### src/rtl/sap_pkg.sv
package sap_pkg;

  // Strobes from control to datapath, one cycle each
  typedef struct packed {
    logic load;    // copy transmit register into shift register
    logic shift;   // advance transmit shift register by one bit
    logic sample;  // shift one received bit in
    logic commit;  // move received word to rxData
  } sapStrobes_t;

  typedef enum logic {
    ST_IDLE = 1'b0,
    ST_RUN  = 1'b1
  } sapState_t;

endpackage

### src/rtl/sap_ctrl.sv
module sap_ctrl
  import sap_pkg::*;
#(
  parameter int WORD_BITS   = 32,
  parameter int HALF_CYCLES = 2
) (
  input  logic        clk,
  input  logic        rstN,
  input  logic        enable,
  input  logic        isMaster,
  input  logic        isTx,
  input  logic        sckIn,
  input  logic        wsIn,
  input  logic        sdIn,
  output sapStrobes_t strobes,
  output logic        sdSample,
  output logic        running,
  output logic        sckOut,
  output logic        wsOut,
  output logic        wordNo,
  output logic        idle
);

  localparam int BIT_W = (WORD_BITS > 2) ? $clog2(WORD_BITS) : 1;
  localparam logic [BIT_W-1:0] LAST_BIT = BIT_W'(WORD_BITS - 1);

  sapState_t        state;
  logic [BIT_W-1:0] bitCnt;
  logic             channel;
  logic             sckReg;
  logic             sckSync, sckPrev, wsSync, sdSync, wsAtFall;
  logic             slvRise, slvFall, slvFrameStart;
  logic             mstTick, mstRise, mstFall;
  logic             riseEv, fallEv, lastBit, wordEnd, startEv;

  // Slave inputs: one register stage, plus edge history
  always_ff @(posedge clk or negedge rstN) begin
    if (!rstN) begin
      sckSync  <= 1'b0;
      sckPrev  <= 1'b0;
      wsSync   <= 1'b0;
      sdSync   <= 1'b0;
      wsAtFall <= 1'b0;
    end else begin
      sckSync <= sckIn;
      sckPrev <= sckSync;
      wsSync  <= wsIn;
      sdSync  <= sdIn;
      if (slvFall) wsAtFall <= wsSync;
    end
  end

  assign running       = (state == ST_RUN);
  assign slvRise       = !isMaster && !sckPrev && sckSync;
  assign slvFall       = !isMaster && sckPrev && !sckSync;
  assign slvFrameStart = slvFall && !wsSync && wsAtFall;
  assign startEv       = !running && enable && (isMaster || slvFrameStart);

  // Master bit-clock pacing; a divider only when a half bit spans several cycles
  generate
    if (HALF_CYCLES == 1) begin : g_noDiv
      assign mstTick = isMaster && running;
    end else begin : g_div
      localparam int HW = $clog2(HALF_CYCLES);
      logic [HW-1:0] halfCnt;
      always_ff @(posedge clk or negedge rstN) begin
        if (!rstN)                   halfCnt <= '0;
        else if (!running || mstTick) halfCnt <= '0;
        else if (isMaster)           halfCnt <= halfCnt + HW'(1);
      end
      assign mstTick = isMaster && running && (halfCnt == HW'(HALF_CYCLES - 1));
    end
  endgenerate

  assign mstRise  = mstTick && !sckReg;
  assign mstFall  = mstTick && sckReg;
  assign riseEv   = running && (mstRise || slvRise);
  assign fallEv   = running && (mstFall || slvFall);
  assign lastBit  = (bitCnt == LAST_BIT);
  assign wordEnd  = fallEv && lastBit;
  assign sdSample = isMaster ? sdIn : sdSync;

  always_comb begin
    strobes        = '0;
    strobes.load   = startEv || (wordEnd && enable);
    strobes.shift  = fallEv && !lastBit;
    strobes.sample = riseEv;
    strobes.commit = wordEnd && !isTx;
  end

  always_ff @(posedge clk or negedge rstN) begin
    if (!rstN) begin
      state   <= ST_IDLE;
      bitCnt  <= '0;
      channel <= 1'b0;
      sckReg  <= 1'b0;
      idle    <= 1'b1;
      wordNo  <= 1'b1;
    end else begin
      if (startEv) begin
        state   <= ST_RUN;
        bitCnt  <= '0;
        channel <= 1'b0;
        sckReg  <= 1'b0;
        idle    <= 1'b0;
      end else if (running) begin
        if (mstTick) sckReg <= !sckReg;
        if (fallEv) bitCnt <= lastBit ? '0 : bitCnt + BIT_W'(1);
        if (wordEnd) begin
          if (enable) begin
            channel <= !channel;
          end else begin
            state   <= ST_IDLE;
            channel <= 1'b0;
            idle    <= 1'b1;
          end
        end
      end
      // Word number follows internal transfers only
      if (strobes.load && isTx)  wordNo <= startEv ? 1'b1 : channel;
      else if (strobes.commit)   wordNo <= channel;
    end
  end

  assign sckOut = isMaster && sckReg;
  assign wsOut  = isMaster && running && channel;

  AST_IDLE_BUS_QUIET: assert property (@(posedge clk) disable iff (!rstN)
    idle |-> (!sckOut && !wsOut));
  AST_IDLE_RISE_AT_WORD_END: assert property (@(posedge clk) disable iff (!rstN)
    $rose(idle) |-> ($past(wordEnd) && !$past(enable)));
  AST_IDLE_FALL_NEEDS_ENABLE: assert property (@(posedge clk) disable iff (!rstN)
    $fell(idle) |-> $past(enable));
  AST_WORDNO_HOLD: assert property (@(posedge clk) disable iff (!rstN)
    (!strobes.load && !strobes.commit) |=> $stable(wordNo));
  AST_WS_AT_BOUNDARY: assert property (@(posedge clk) disable iff (!rstN)
    (running && $past(running) && !$stable(wsOut)) |-> $past(wordEnd));

endmodule

### src/rtl/sap_datapath.sv
module sap_datapath
  import sap_pkg::*;
#(
  parameter int WORD_BITS = 32
) (
  input  logic                 clk,
  input  logic                 rstN,
  input  sapStrobes_t          strobes,
  input  logic                 txWrite,
  input  logic [WORD_BITS-1:0] txData,
  input  logic                 sdSample,
  input  logic                 isTx,
  input  logic                 running,
  output logic                 sdOut,
  output logic [WORD_BITS-1:0] rxData
);

  logic [WORD_BITS-1:0] txReg;
  logic [WORD_BITS-1:0] txShift;
  logic [WORD_BITS-1:0] rxShift;

  always_ff @(posedge clk or negedge rstN) begin
    if (!rstN) begin
      txReg   <= '0;
      txShift <= '0;
      rxShift <= '0;
      rxData  <= '0;
    end else begin
      if (txWrite)             txReg   <= txData;
      if (strobes.load)        txShift <= txReg;
      else if (strobes.shift)  txShift <= {txShift[WORD_BITS-2:0], 1'b0};
      if (strobes.sample)      rxShift <= {rxShift[WORD_BITS-2:0], sdSample};
      if (strobes.commit)      rxData  <= rxShift;
    end
  end

  assign sdOut = running && isTx && txShift[WORD_BITS-1];

  AST_STROBES_EXCLUSIVE: assert property (@(posedge clk) disable iff (!rstN)
    $onehot0({strobes.load, strobes.shift, strobes.sample}));

endmodule

### src/rtl/serial_audio_port.sv
module serial_audio_port
  import sap_pkg::*;
#(
  parameter int WORD_BITS   = 32,
  parameter int HALF_CYCLES = 2
) (
  input  logic                 clk,
  input  logic                 rstN,
  input  logic                 enable,
  input  logic                 isMaster,
  input  logic                 isTx,
  input  logic                 txWrite,
  input  logic [WORD_BITS-1:0] txData,
  output logic [WORD_BITS-1:0] rxData,
  output logic                 wordNo,
  output logic                 idle,
  output logic                 sckOut,
  output logic                 wsOut,
  output logic                 sdOut,
  input  logic                 sckIn,
  input  logic                 wsIn,
  input  logic                 sdIn
);

  sapStrobes_t strobes;
  logic        sdSample;
  logic        running;

  sap_ctrl #(
    .WORD_BITS  (WORD_BITS),
    .HALF_CYCLES(HALF_CYCLES)
  ) i_ctrl (
    .clk     (clk),
    .rstN    (rstN),
    .enable  (enable),
    .isMaster(isMaster),
    .isTx    (isTx),
    .sckIn   (sckIn),
    .wsIn    (wsIn),
    .sdIn    (sdIn),
    .strobes (strobes),
    .sdSample(sdSample),
    .running (running),
    .sckOut  (sckOut),
    .wsOut   (wsOut),
    .wordNo  (wordNo),
    .idle    (idle)
  );

  sap_datapath #(
    .WORD_BITS(WORD_BITS)
  ) i_datapath (
    .clk     (clk),
    .rstN    (rstN),
    .strobes (strobes),
    .txWrite (txWrite),
    .txData  (txData),
    .sdSample(sdSample),
    .isTx    (isTx),
    .running (running),
    .sdOut   (sdOut),
    .rxData  (rxData)
  );

endmodule

### config.mk
export PLATFORM = sky130hd
export DESIGN_NAME = serial_audio_port
export DESIGN_NICKNAME = d
export VERILOG_FILES = /design/src/rtl/sap_pkg.sv /design/src/rtl/sap_ctrl.sv /design/src/rtl/sap_datapath.sv /design/src/rtl/serial_audio_port.sv
export SDC_FILE = /design/constraint.sdc
export NUM_CORES = 1
export LEC_CHECK = 0
export BUFFER_PORTS_ARGS = -buffer_cell sky130_fd_sc_hd__buf_2
export CAP_MARGIN = 20
export CELL_PAD_IN_SITES_DETAIL_PLACEMENT = 0
export CELL_PAD_IN_SITES_GLOBAL_PLACEMENT = 2
export CORE_ASPECT_RATIO = 0.5
export CORE_MARGIN = 2
export CORE_UTILIZATION = 45
export DETAILED_ROUTE_END_ITERATION = 12
export GPL_ROUTABILITY_DRIVEN = 1
export GPL_TIMING_DRIVEN = 0
export PLACE_DENSITY_LB_ADDON = 0.3
export SLEW_MARGIN = 20
export SYNTH_ARGS = -nofsm -noshare
export SYNTH_HDL_FRONTEND = slang
export SYNTH_SLANG_ARGS = --single-unit
### constraint.sdc
create_clock -name clk -period 4.19 [get_ports clk]
set_input_delay 0.838 -clock clk [delete_from_list [all_inputs] [get_ports clk]]
set_output_delay 0.838 -clock clk [all_outputs]
set_load 0.005 [all_outputs]
# Word level (Yosys, flattened, before mapping)
# Index checks and enable logic that the tools add are counted.
[op_classes] shift=0 mul=0 magnitude_cmp=0 reduce_logical=48 n_bitwise=0 div_mod_pow=0 eq_ne=2 muxes=27 add_sub_neg=2
[ops] operator="$mux W32" count=2
[ops] operator="$logic_and A1 B1 Y1" count=23
[ops] operator="$mux W1" count=21
[ops] operator="$mux W5" count=4
[ops] operator="$reduce_bool A2 Y1" count=7
[ops] operator="$logic_not A1 Y1" count=9
[ops] operator="$reduce_and A2 Y1" count=3
[ops] operator="$add A5 B1 Y5 const B" count=1
[ops] operator="$eq A5 B5 Y1 const B" count=1
[ops] operator="$logic_or A1 B1 Y1" count=5
[ops] operator="$reduce_and A3 Y1" count=1
[ops] operator="$ne A2 B1 Y1 const B" count=1
[ops] operator="$add A1 B1 Y1 const B" count=1
[word_totals] ramBits=0 regBits=144 input_bits=41 out_inout_bits=37 word_cells=95 latchBits=0 n_memories=0 romBits=0

# Longest topological paths before layout
[depth] ltp_word=10 depth_mapped=9 mapped_depth_nobuf=7

# Modules after synthesis
# A second synthesis with hierarchy kept.
[hier_totals] cells_unflattened=426 hier_area_um2=6403.6
[by_module_without_submodules] mod="sap_datapath" area_each_um2=5537.8 n_inst=1 seq_area_each_um2=3203.1 cells_each=344
[by_module_without_submodules] mod="sap_ctrl" area_each_um2=865.8 n_inst=1 seq_area_each_um2=402.9 cells_each=82

# Worst setup path after synthesis
# OpenSTA, ideal clock, no wires.
[synth_timing] path_type="input -> register" start="in isMaster" end="reg i_datapath.txShift[18]" arrival_time_ns=2.145 cell_stages=6 n_path_buf=2 setup_time_ns=0.125 t_required_ns=4.065 slack_ns=1.920 path_cell_list="nor3b_2 -> o211a_1 -> buf_6 -> buf_6 -> mux2_4 -> mux2_4"
[synth_between] elab_chain_len=9
[synth_rtl] element="start, declared" line="serial_audio_port.sv:10" rtl="input logic isMaster,"
[synth_rtl] element="$logic_not A1 Y1 / $logic_and A1 B1 Y1 (equally long branches)" line="sap_ctrl.sv:55, sap_ctrl.sv:71"
[synth_rtl] element="$logic_and A1 B1 Y1, on equally long branches" line="sap_ctrl.sv:55, sap_ctrl.sv:71"
[synth_rtl] element="$logic_and A1 B1 Y1, on equally long branches" line="sap_ctrl.sv:55, sap_ctrl.sv:76"
[synth_rtl] element="$logic_and A1 B1 Y1 / $logic_or A1 B1 Y1 (equally long branches)" line="sap_ctrl.sv:56, sap_ctrl.sv:78"
[synth_rtl] element="$logic_and A1 B1 Y1, on equally long branches" line="sap_ctrl.sv:56, sap_ctrl.sv:78"
[synth_rtl] element="$logic_or A1 B1 Y1 / $logic_and A1 B1 Y1 (equally long branches)" line="sap_ctrl.sv:57, sap_ctrl.sv:80"
[synth_rtl] element="$logic_and A1 B1 Y1, on equally long branches" line="sap_ctrl.sv:57, sap_ctrl.sv:85"
[synth_rtl] element="$logic_or A1 B1 Y1" line="sap_ctrl.sv:85" rtl="strobes.load = startEv || (wordEnd && enable);"
[synth_rtl] element="$mux W32 / $reduce_bool A2 Y1 (equally long branches)"
[synth_rtl] element="end signal, assigned" line="sap_datapath.sv:30" rtl="if (strobes.load) txShift <= txReg;"
[synth_rtl] element="end signal, assigned" line="sap_datapath.sv:31" rtl="else if (strobes.shift) txShift <= {txShift[WORD_BITS-2:0], 1'b0};"
[synth_rtl] element="end, declared" line="sap_datapath.sv:19" rtl="logic [WORD_BITS-1:0] txShift;"
# Parallel ways exist; a longest one is shown, timed or not.
# A chain may end at the register's enable or synchronous reset.

# Worst setup path after layout
[layout_timing] start="reg i_ctrl.bitCnt[0]" end="reg i_datapath.txShift[0]"
[layout_between] elab_chain_len=5
[layout_rtl] element="start, declared" line="sap_ctrl.sv:28" rtl="logic [BIT_W-1:0] bitCnt;"
[layout_rtl] element="start signal, assigned" line="sap_ctrl.sv:108" rtl="if (fallEv) bitCnt <= lastBit ? '0 : bitCnt + BIT_W'(1);"
[layout_rtl] element="$eq A5 B5 Y1 (*)" line="sap_ctrl.sv:79" rtl="assign lastBit = (bitCnt == LAST_BIT);"
[layout_rtl] element="$logic_and A1 B1 Y1" line="sap_ctrl.sv:80" rtl="assign wordEnd = fallEv && lastBit;"
[layout_rtl] element="$logic_and A1 B1 Y1" line="sap_ctrl.sv:85"
[layout_rtl] element="$logic_or A1 B1 Y1" line="sap_ctrl.sv:85"
[layout_rtl] element="$mux W32 / $reduce_bool A2 Y1 (equally long branches)"
# Every way passes the cells marked *; elsewhere a longest branch is shown, timed or not.

==> impl_metrics.toml <==
[floorplan]
io_pins = 78
die_area_mm2 = 0.01458
coreArea_mm2 = 0.01340
initial_core_util = 0.4560
die_w_um = 168.8
die_h_um = 86.40
rows = 30

[sta]
final.setup_skew_ns = 0.01111
rsz0062_at_grt = "no"
worst_pin_slew_ns = 0.5703
setup_tns_ns = 0
hold_viol = 0
fin_crit_sh = 0.5564
min_period_ns = 2.331
clock.fmax_mhz = 428.9
setup_viol = 0
drv_slew = 0
max_slew_margin = 0.6198

[clock_network]
htreeDepth = 4
cts_resized = 0
cts-hold-fix-buffers = 0
post-cts-setup-buffer-count = 0
cts_root_buf = "clkbuf_16"
numCtsBuffers = 17
clk_path_buf_depth = 2
cts_tree = "yes"
clk_pin_slew_worst_paths_ns = 0.06
clk_latency_ns = 0.41
clock-sinks = 144

[synthesis]
synth_area_leader_cell = "dfrtp_1"
ys_seq_area_frac = 0.5901
ys_top_cells_by_area = "dfrtp_1 (58%), mux2_2 (14%), mux2_4 (11%)"
yosysMostFrequentCell = "dfrtp_1"
syn_nets = 426
synth_area_per_cell_um2 = 15.96
synth_seq_cells = 144
syn_inst = 383
synthTopCellsByCount = "dfrtp_1 (142), mux2_2 (77), mux2_4 (46), mux2_1 (36), buf_6 (8)"
ys_async_sr_fraction = 1.000
ys_warn_count = 0
dominantRegCellSynth = "dfrtp_1"
yosysUniqueCellTypes = 39
netlist.area_leader.share = 0.5815
synth.cell_area_mm2 = 0.006111
synth_edf_count = 0

[power]
peakVddDrop_mv = 0.2161
p_leak_nw = 3.768
power_density_mw_per_mm2 = 553.7

[run_status]
status = "finished clean"

[placement]
hpwlAfterDp_mm = 6.391
placement.io_buffers = 76
place_congestion = 0.6514
dp_cells = 636

[global_route]
grt-ovfl-total = 0
grt_pass1_wl_mm = 16.78
antenna_found_initial = 0
grt_start_max_net_pins = 99
grt_usage = 0.1471
grt_pass1_vias = 3370

[critical_path]
path_cells = "ha_1 -> and3_1 -> ha_1 -> o211ai_2 -> o22a_1 -> buf_4 -> mux2_1"
arrival_ns = 2.61
crit_type = "flip-flop to flip-flop"
cpMostUsedCell = "ha_1"
cp.required_ns = 4.47
slowest_stage = "dfrtp_1"
start_kind = "flip-flop"
worstPathMaxFanout = 10
critPathCaptureType = "flip-flop"
critPathMaxStageDelay_ns = 0.41

[cells_and_area]
drive_above_1_share = 0.5102
area_growth_pct = 19.68
fin_nets = 522
fillers = 1171
antenna_cells = 0
finalNonFillerCells = 666

[detailed_routing]
wl_met3_um = 293
detail_route.wl_per_cell_um = 14.64
drc = 0
routed_wl_mm = 9.753
ant_nets = 0
viasPerCell = 4.901
first_pass_iters = 3
wl_met2_mm = 4.458
initialDrtViolationCount = 146
m1WireLength_mm = 4.891
top_layer = "met4"
vias = 3264

[hold_path]
hp-class = "primary input to asynchronous set/reset pin"

[run]
drv_cap = 0
[area by class of cell]
class / count / area [µm²] / area share
clock inverters: 13 / 138.9 / 0.01899
multi-input cells: 215 / 2338 / 0.3198
flip-flops and latches: 144 / 3606 / 0.4931
repair buffers: 77 / 417.9 / 0.05714
well taps: 176 / 220.2 / 0.03011
plain buffers: 20 / 151.4 / 0.02070
inverters: 4 / 15.01 / 0.002053
clock buffers: 17 / 425.4 / 0.05817
[critical path, delay by kind of cell, from the launching register on]
| kind | cells | cell delay (ns) |
|---|---|---|
| compound gates | 2 | 0.53 |
| fa+ha+maj | 2 | 0.46 |
| buf+inv | 1 | 0.27 |
| flops | 1 | 0.41 |
| mux | 1 | 0.34 |
| simple gates | 1 | 0.19 |
[worst paths after layout]
path | start | cells after the start | slack [ns] | end
hold reg to reg | i_ctrl.sckSync$_DFF_PN0_ | 0 | 0.44 | i_ctrl.sckPrev$_DFF_PN0_
setup / recovery | i_ctrl.bitCnt[0]$_DFFE_PN0P_ | 7 | 1.86 | i_datapath.txShift[0]$_DFFE_PN0P_
min in group clk | i_ctrl.sckSync$_DFF_PN0_ | 0 | 0.44 | i_ctrl.sckPrev$_DFF_PN0_
setup reg to reg | i_ctrl.bitCnt[0]$_DFFE_PN0P_ | 7 | 1.86 | i_datapath.txShift[0]$_DFFE_PN0P_
hold / removal | rstN | 1 | 0.33 | i_datapath.txReg[5]$_DFFE_PN0P_
max in group asynchronous | rstN | 2 | 3.05 | i_ctrl.sckReg$_DFFE_PN0P_
[stage by stage]
step	worst slack [ns]	cell area, µm²	hold slack (ns)	utilization	power [mW]
2_1_floorplan	1.920	6111	0.4061	-	2.448
3_3_place_gp	0.1533	6711	0.4229	0.5008	2.605
3_5_place_dp	1.509	6749	0.4414	0.5036	2.628
4_1_cts	1.840	7313	0.3253	0.5458	4.106
5_1_grt	1.729	7313	0.3353	0.5458	4.274
6_report	1.859	7313	0.3274	0.5458	4.049
[report_power, final]
| group | internal, mW | total, mW | switching (mW) |
|---|---|---|---|
| clock network | 0.872 | 1.46 | 0.586 |
| registers | 1.65 | 1.81 | 0.160 |
| logic | 0.527 | 0.779 | 0.252 |
[registers in the layout (all words and copies together), names as in the netlist]
signal                cells
i_ctrl.sckReg             1
i_datapath.txShift       32
i_datapath.txReg         32
i_ctrl.wordNo             1
i_ctrl.wsSync             1
i_ctrl.running            1
i_ctrl.idle               1
i_ctrl.bitCnt             5
i_ctrl.sdSync             1
i_datapath.rxShift       32
i_datapath.rxData        32
i_ctrl.g_div.halfCnt      1
i_ctrl.sckSync            1
i_ctrl.channel            1
i_ctrl.sckPrev            1
i_ctrl.wsAtFall           1
[layout by cell type (no fill, tap or decap), drive strengths merged]
cell type and count:
mux2 159, dfrtp 142, buf 95, clkbuf 19, o21ai 10, clkinv 7
nand2 6, nor2 6, inv 6, mux2i 4, a21oi 4, and3 4
o211a 2, ha 2, clkinvlp 2, bufinv 2, dfstp 2, nor3b 2
and2 1, nor4bb 1, o211ai 1, nand2b 1, and3b 1, o22a 1
nor2b 1, a31oi 1, nand3 1, nand3b 1, a21boi 1, o21bai 1
a22o 1, or3 1, o221ai 1, xnor2 1
[metal layers]
metal,track usage,up-vias
li1,-,1562
met1,0.2064,1646
met2,0.2239,47
met3,0.03699,9
met4,0.05408,0
met5,0,-
[logic make-up (layout without fill, tap and decap cells)]
family	Yosys count	after routing	share of synthesized area
flops	144	144	0.5901
mux	163	163	0.3278
compound gates	23	23	0.02457
buf+inv	24	131	0.02723
fa+ha+maj	2	2	0.004094
xor+xnor	1	1	0.001434
simple gates	26	26	0.02478
No activity file was read; power rests on OpenSTA's default activity.
